### src/rtl/rep_loop_pkg.sv
package rep_loop_pkg;

  typedef enum logic [2:0] {
    EV_HOLD,
    EV_STEP,
    EV_CANCEL,
    EV_ARM,
    EV_LOOP,
    EV_EXIT
  } rep_ev_e;

endpackage

### src/rtl/rep_bounds.sv
module rep_bounds #(
  parameter int AW = 20,
  parameter int LW = 9
) (
  input  logic          clk,
  input  logic          rst,
  input  logic          arm,
  input  logic [AW-1:0] cur_pc,
  input  logic [LW-1:0] len,
  output logic [AW-1:0] start_addr,
  output logic [AW-1:0] last_addr,
  output logic          at_last
);

  localparam int PADW = AW - LW;

  logic [AW-1:0] len_ext;

  assign len_ext = {{PADW{1'b0}}, len};
  assign at_last = (cur_pc == last_addr);

  always_ff @(posedge clk) begin
    if (rst) begin
      start_addr <= '0;
      last_addr  <= '0;
    end else if (arm) begin
      start_addr <= cur_pc + AW'(1);
      last_addr  <= cur_pc + len_ext;
    end
  end


  bounds_arm_chk: assert property (@(posedge clk) disable iff (rst)
    arm |=> (start_addr == $past(cur_pc) + AW'(1)) &&
            (last_addr - start_addr == $past(len_ext) - AW'(1)));

endmodule

### src/rtl/rep_iter.sv
module rep_iter #(
  parameter int CW = 32
) (
  input  logic          clk,
  input  logic          rst,
  input  logic          load,
  input  logic [CW-1:0] count,
  input  logic          dec,
  output logic          more_left
);

  logic [CW-1:0] remaining;
  logic          forever_q;

  assign more_left = forever_q || (remaining > CW'(1));

  always_ff @(posedge clk) begin
    if (rst) begin
      remaining <= '0;
      forever_q <= 1'b0;
    end else if (load) begin
      remaining <= count;
      forever_q <= (count == '0);
    end else if (dec && !forever_q) begin
      remaining <= remaining - CW'(1);
    end
  end


  iter_dec_chk: assert property (@(posedge clk) disable iff (rst)
    (dec && !load && !forever_q) |=> remaining == $past(remaining) - CW'(1));


  iter_forever_chk: assert property (@(posedge clk) disable iff (rst)
    (load && count == '0) |=> forever_q && more_left);

endmodule

### src/rtl/rep_seq.sv
module rep_seq
  import rep_loop_pkg::*;
#(
  parameter int AW = 20
) (
  input  logic          clk,
  input  logic          rst,
  input  logic          pc_advance,
  input  logic          step_stall,
  input  logic          rep_start,
  input  logic          len_nz,
  input  logic          branch_taken,
  input  logic          at_last,
  input  logic          more_left,
  input  logic [AW-1:0] start_addr,
  output logic          arm,
  output logic          dec,
  output logic          rep_active,
  output logic          ov_valid,
  output logic [AW-1:0] ov_pc
);

  rep_ev_e ev;
  logic    adv;

  assign adv = pc_advance && !step_stall;

  always_comb begin
    if (!adv)                       ev = EV_HOLD;
    else if (branch_taken)          ev = EV_CANCEL;
    else if (rep_start && len_nz)   ev = EV_ARM;
    else if (rep_active && at_last) ev = more_left ? EV_LOOP : EV_EXIT;
    else                            ev = EV_STEP;
  end

  assign arm = (ev == EV_ARM);
  assign dec = (ev == EV_LOOP);

  always_ff @(posedge clk) begin
    if (rst) begin
      rep_active <= 1'b0;
      ov_valid   <= 1'b0;
      ov_pc      <= '0;
    end else begin
      case (ev)
        EV_HOLD: ;
        EV_STEP: ov_valid <= 1'b0;
        EV_CANCEL, EV_EXIT: begin
          rep_active <= 1'b0;
          ov_valid   <= 1'b0;
        end
        EV_ARM: begin
          rep_active <= 1'b1;
          ov_valid   <= 1'b0;
        end
        EV_LOOP: begin
          ov_valid <= 1'b1;
          ov_pc    <= start_addr;
        end
        default: ov_valid <= 1'b0;
      endcase
    end
  end


  ov_needs_active_chk: assert property (@(posedge clk) disable iff (rst)
    ov_valid |-> rep_active);


  branch_cancel_chk: assert property (@(posedge clk) disable iff (rst)
    (adv && branch_taken) |=> !rep_active && !ov_valid);


  len0_nop_chk: assert property (@(posedge clk) disable iff (rst)
    (adv && rep_start && !len_nz && !branch_taken && !rep_active) |=> !rep_active && !ov_valid);


  stall_hold_chk: assert property (@(posedge clk) disable iff (rst)
    !adv |=> $stable(rep_active) && $stable(ov_valid) && $stable(ov_pc));


  arm_active_chk: assert property (@(posedge clk) disable iff (rst)
    arm |=> rep_active && !ov_valid);

endmodule

### src/rtl/rep_loop_ctrl.sv
module rep_loop_ctrl #(
  parameter int AW = 20,
  parameter int LW = 9,
  parameter int CW = 32
) (
  input  logic          clk,
  input  logic          rst,
  input  logic          pc_advance,
  input  logic          step_stall,
  input  logic [AW-1:0] cur_pc,
  input  logic          rep_start,
  input  logic [LW-1:0] rep_len,
  input  logic [CW-1:0] rep_count,
  input  logic          branch_taken,
  output logic          pc_override_valid,
  output logic [AW-1:0] pc_override,
  output logic          rep_active
);

  logic          arm, dec, at_last, more_left, len_nz;
  logic [AW-1:0] start_addr, last_addr;

  assign len_nz = (rep_len != '0);

  rep_bounds #(.AW(AW), .LW(LW)) u_bounds (
    .clk(clk), .rst(rst), .arm(arm), .cur_pc(cur_pc), .len(rep_len),
    .start_addr(start_addr), .last_addr(last_addr), .at_last(at_last)
  );

  rep_iter #(.CW(CW)) u_iter (
    .clk(clk), .rst(rst), .load(arm), .count(rep_count), .dec(dec),
    .more_left(more_left)
  );

  rep_seq #(.AW(AW)) u_seq (
    .clk(clk), .rst(rst), .pc_advance(pc_advance), .step_stall(step_stall),
    .rep_start(rep_start), .len_nz(len_nz), .branch_taken(branch_taken),
    .at_last(at_last), .more_left(more_left), .start_addr(start_addr),
    .arm(arm), .dec(dec), .rep_active(rep_active),
    .ov_valid(pc_override_valid), .ov_pc(pc_override)
  );


  loop_target_chk: assert property (@(posedge clk) disable iff (rst)
    $rose(pc_override_valid) |-> pc_override == start_addr);


  reset_clear_chk: assert property (@(posedge clk)
    $past(rst) |-> !rep_active && !pc_override_valid);

endmodule

### config.mk
export PLATFORM = sky130hd
export DESIGN_NAME = rep_loop_ctrl
export DESIGN_NICKNAME = d
export VERILOG_FILES = /design/src/rtl/rep_loop_pkg.sv /design/src/rtl/rep_bounds.sv /design/src/rtl/rep_iter.sv /design/src/rtl/rep_seq.sv /design/src/rtl/rep_loop_ctrl.sv
export SDC_FILE = /design/constraint.sdc
export NUM_CORES = 1
export LEC_CHECK = 0
export BUFFER_PORTS_ARGS = -buffer_cell sky130_fd_sc_hd__buf_2
export CAP_MARGIN = 20
export CORE_MARGIN = 4
export CORE_UTILIZATION = 60
export CTS_CLUSTER_SIZE = 24
export DETAILED_ROUTE_END_ITERATION = 8
export GPL_TIMING_DRIVEN = 1
export PLACE_DENSITY = 0.81
export SLEW_MARGIN = 20
export SYNTH_ARGS = -nofsm -noshare
export SYNTH_HDL_FRONTEND = slang
export SYNTH_SLANG_ARGS = --single-unit
### constraint.sdc
create_clock -name clk -period 4.2 [get_ports clk]
set_input_delay 0 -clock clk [delete_from_list [all_inputs] [get_ports clk]]
set_output_delay 0 -clock clk [all_outputs]
set_load 0.02 [all_outputs]
==> out/qor.yml <==
r2r_slack_ns: 0.80
async_reset_ff_share_pct: 0
final_cell_mix: "dfxtp_1 (95), buf_2 (88), nor2_1 (83)"
power.density_nw_per_um2: 302
final_common_cell: "dfxtp_1"
synthesis.nets: 741
holdWs_ns: 0.00416
timing.fmax_ghz: 0.294
initial_core_util_pct: 61.4
clk_latency_ns: 0.37
syn_area_per_cell_um2: 8.10
synth-seq-area-share_pct: 35.5
period_share_pct: 80.9
grt.total_usage_pct: 28.1
portBuffers: 88
hpwl_mm: 10.5
drcViolationCount: 0
synthSimpleGateAreaFrac_pct: 24.8
syn_area_um2: 5350
vias: 5452
core_area_um2: 8720
synth_compound_area_share_pct: 19.1
post_drt_wl_per_cell_um: 17.2
nNetsFinal: 828
reg2reg_depth: 8
worstSetupPathType: "flop to flop"
cp.required_ns: 4.41
crit_path_end_kind: "flop"
pin_count: 89
clk_pin_slew_ns: 0.11
slew-limit-headroom_pct: 36.6
ys_ff_latch: 95
cts-root-buf: "clkbuf_8"
clockBufferDepth: 2
ir_worst_vdd_v: 0.000220
synth_mux_area_share_pct: 4.12
globalplace.congestion: 0.907
synth_edf_count: 0
dieArea_um2: 10500
tightest_slew_ns: 0.945
first_pass_iters: 5
synth_cell_types: 55
die_h_um: 102
drive_gt1_share_pct: 16.3
grt_max_degree: 72
clock-sinks: 95
gr-total-overflow: 0
routed_via_density: 6.32
synthXorXnorAreaFrac_pct: 8.51
crit_arrival_ns: 3.61
cp_max_fo: 52
status: "complete, no violations"
cts_inserted_buffers: 9
synth_top_family_by_area: "simple AND/OR/NAND/NOR gates"
r2r-end: "u_iter.remaining[31]$_SDFFE_PP0P_"
crit_start: "u_iter.remaining[8]$_SDFFE_PP0P_"
setup_violations: 0
min_period_ns: 3.40
hp-start: "cur_pc[16]"
grt_pass1_wl_mm: 23.7
hold_path_depth: 3
endpoint: "u_iter.remaining[31]$_SDFFE_PP0P_"
setup_tns_ns: 0
routed_wl_mm: 14.8
antenna_found_initial: 0
cts_tree: "yes"
yosys.area_share.adder_pct: 3.18
grt_pass1_vias: 5014
p_leak_uw: 0.00233
antenna_left: 0
max_cap_viol_count: 0
areaGrowthSynthToFinish_pct: 16.5
hold_viol: 0
slew_viol_final: 0
fp.dieW_um: 102
ys_warn_count: 0
skew_ns: 0.0189
rows: 34
rr_startpoint: "u_iter.remaining[8]$_SDFFE_PP0P_"
synthCells: 661
start_kind: "flop"
grt_setup_unrepaired: "false"
ctsHtreeMaxLevel: 3
hold_class: "input pin to flop"
synth_flop_cell: "dfxtp_1"
drt_iter0_drc: 408
## stage by stage
| step | utilization [%] | cell area (µm²) | cells | worst slack [ns] | total power [µW] |
|---|---|---|---|---|---|
| finish | 71.5 | 6230 | 862 | 0.804 | 1880 |
| global route | 71.4 | 6230 | 861 | 0.624 | 1960 |
| CTS | 71.4 | 6230 | 861 | 0.843 | 1880 |
| detailed placement | 66.8 | 5820 | 823 | 0.841 | 1290 |
| global placement | 66.8 | 5820 | 823 | 0.965 | 1280 |
| floorplan | - | 5350 | 661 | 1.50 | 1180 |
## worst max-delay path: stages (launching register included)
cell,delay (ns)
dfxtp_1,0.38
or4_4,0.58
or4b_1,0.60
nor3_2,0.40
a2111oi_4,0.12
buf_4,0.31
or2_1,0.53
a21oi_1,0.24
nor4_1,0.07
## synth_stat cells (3+ instances only)
cell      instances  area [µm²]
a211oi_1         27         203
a21oi_1          50         250
a311oi_1         20         175
a31oi_1           3        18.8
and2_1            5        31.3
and3_1            5        31.3
and4_1            4        35.0
buf_1             5        18.8
buf_2             5        25.0
buf_6             3        33.8
clkbuf_1         28         105
dfxtp_1          95        1900
ha_1             12         150
inv_1            19        71.3
mux2i_1          22         220
nand2_1          49         184
nand2b_1          7        43.8
nand3_1          21         105
nand4_1          10        62.6
nand4b_1          4        35.0
nor2_1           83         312
nor2b_1           5        31.3
nor3_1           22         110
nor4_1           23         144
o21a_1            4        30.0
o21ai_0          33         165
o22ai_1           3        18.8
o31ai_1           5        37.5
or3_1             6        37.5
xnor2_1          27         236
xor2_1           25         219
## logic make-up (layout without fill, tap and decap cells)
group,after synthesis,after routing
xor gates and xnor gates,52,52
adders and majority gates,13,13
muxes,22,22
DFF,95,95
and+or+nand+nor,261,261
AOI/OAI and AO/OA,158,158
other,0,1
buffers and inverters,60,152
## area by class of cell
| class | instances | area (µm²) |
|---|---|---|
| sequential | 95 | 1900 |
| inverter | 19 | 71.3 |
| timing repair buffer | 117 | 713 |
| tap | 108 | 135 |
| multi-input combinational | 506 | 3220 |
| fill | 672 | 2490 |
| clock buffer | 9 | 124 |
| clock inverter | 7 | 62.6 |
| antenna | 1 | 2.50 |
## registers in the layout, summed over array words and instances, names as in the netlist
name	flops
u_bounds.last_addr	20
u_bounds.start_addr	20
u_iter.forever_q	1
u_iter.remaining	32
u_seq.ov_pc	20
u_seq.ov_valid	1
u_seq.rep_active	1
## worst min path at each step
stage / endpoint
after floorplan: u_bounds.start_addr[0]$_SDFFE_PP0P_
after global placement: u_seq.rep_active$_SDFFE_PP0P_
after detailed placement: u_seq.rep_active$_SDFFE_PP0P_
after CTS: u_iter.remaining[16]$_SDFFE_PP0P_
after global routing: u_iter.remaining[16]$_SDFFE_PP0P_
final: u_bounds.last_addr[16]$_SDFFE_PP0P_
## layer usage
| layer | global-route usage [%] | share of wire (%) |
|---|---|---|
| met1 | 40.0 | 44 |
| met5 | 0 | 0 |
| met3 | 3.62 | 6.8 |
| met4 | 11.9 | 3.3 |
| met2 | 42.9 | 45 |
## power breakdown
| group | internal (µW) | switching [µW] | total [µW] |
|---|---|---|---|
| sequential | 924 | 21.8 | 945 |
| clock | 228 | 355 | 583 |
| combinational | 143 | 213 | 356 |
| total | 1290 | 590 | 1880 |
## what timing repair did
action	4_1_cts	5_1_grt
gates resized for setup	0	0
buffers inserted	0	0
endpoints found under the hold margin	22	0
hold buffers	22	0
(Power assumes the default switching activity.)
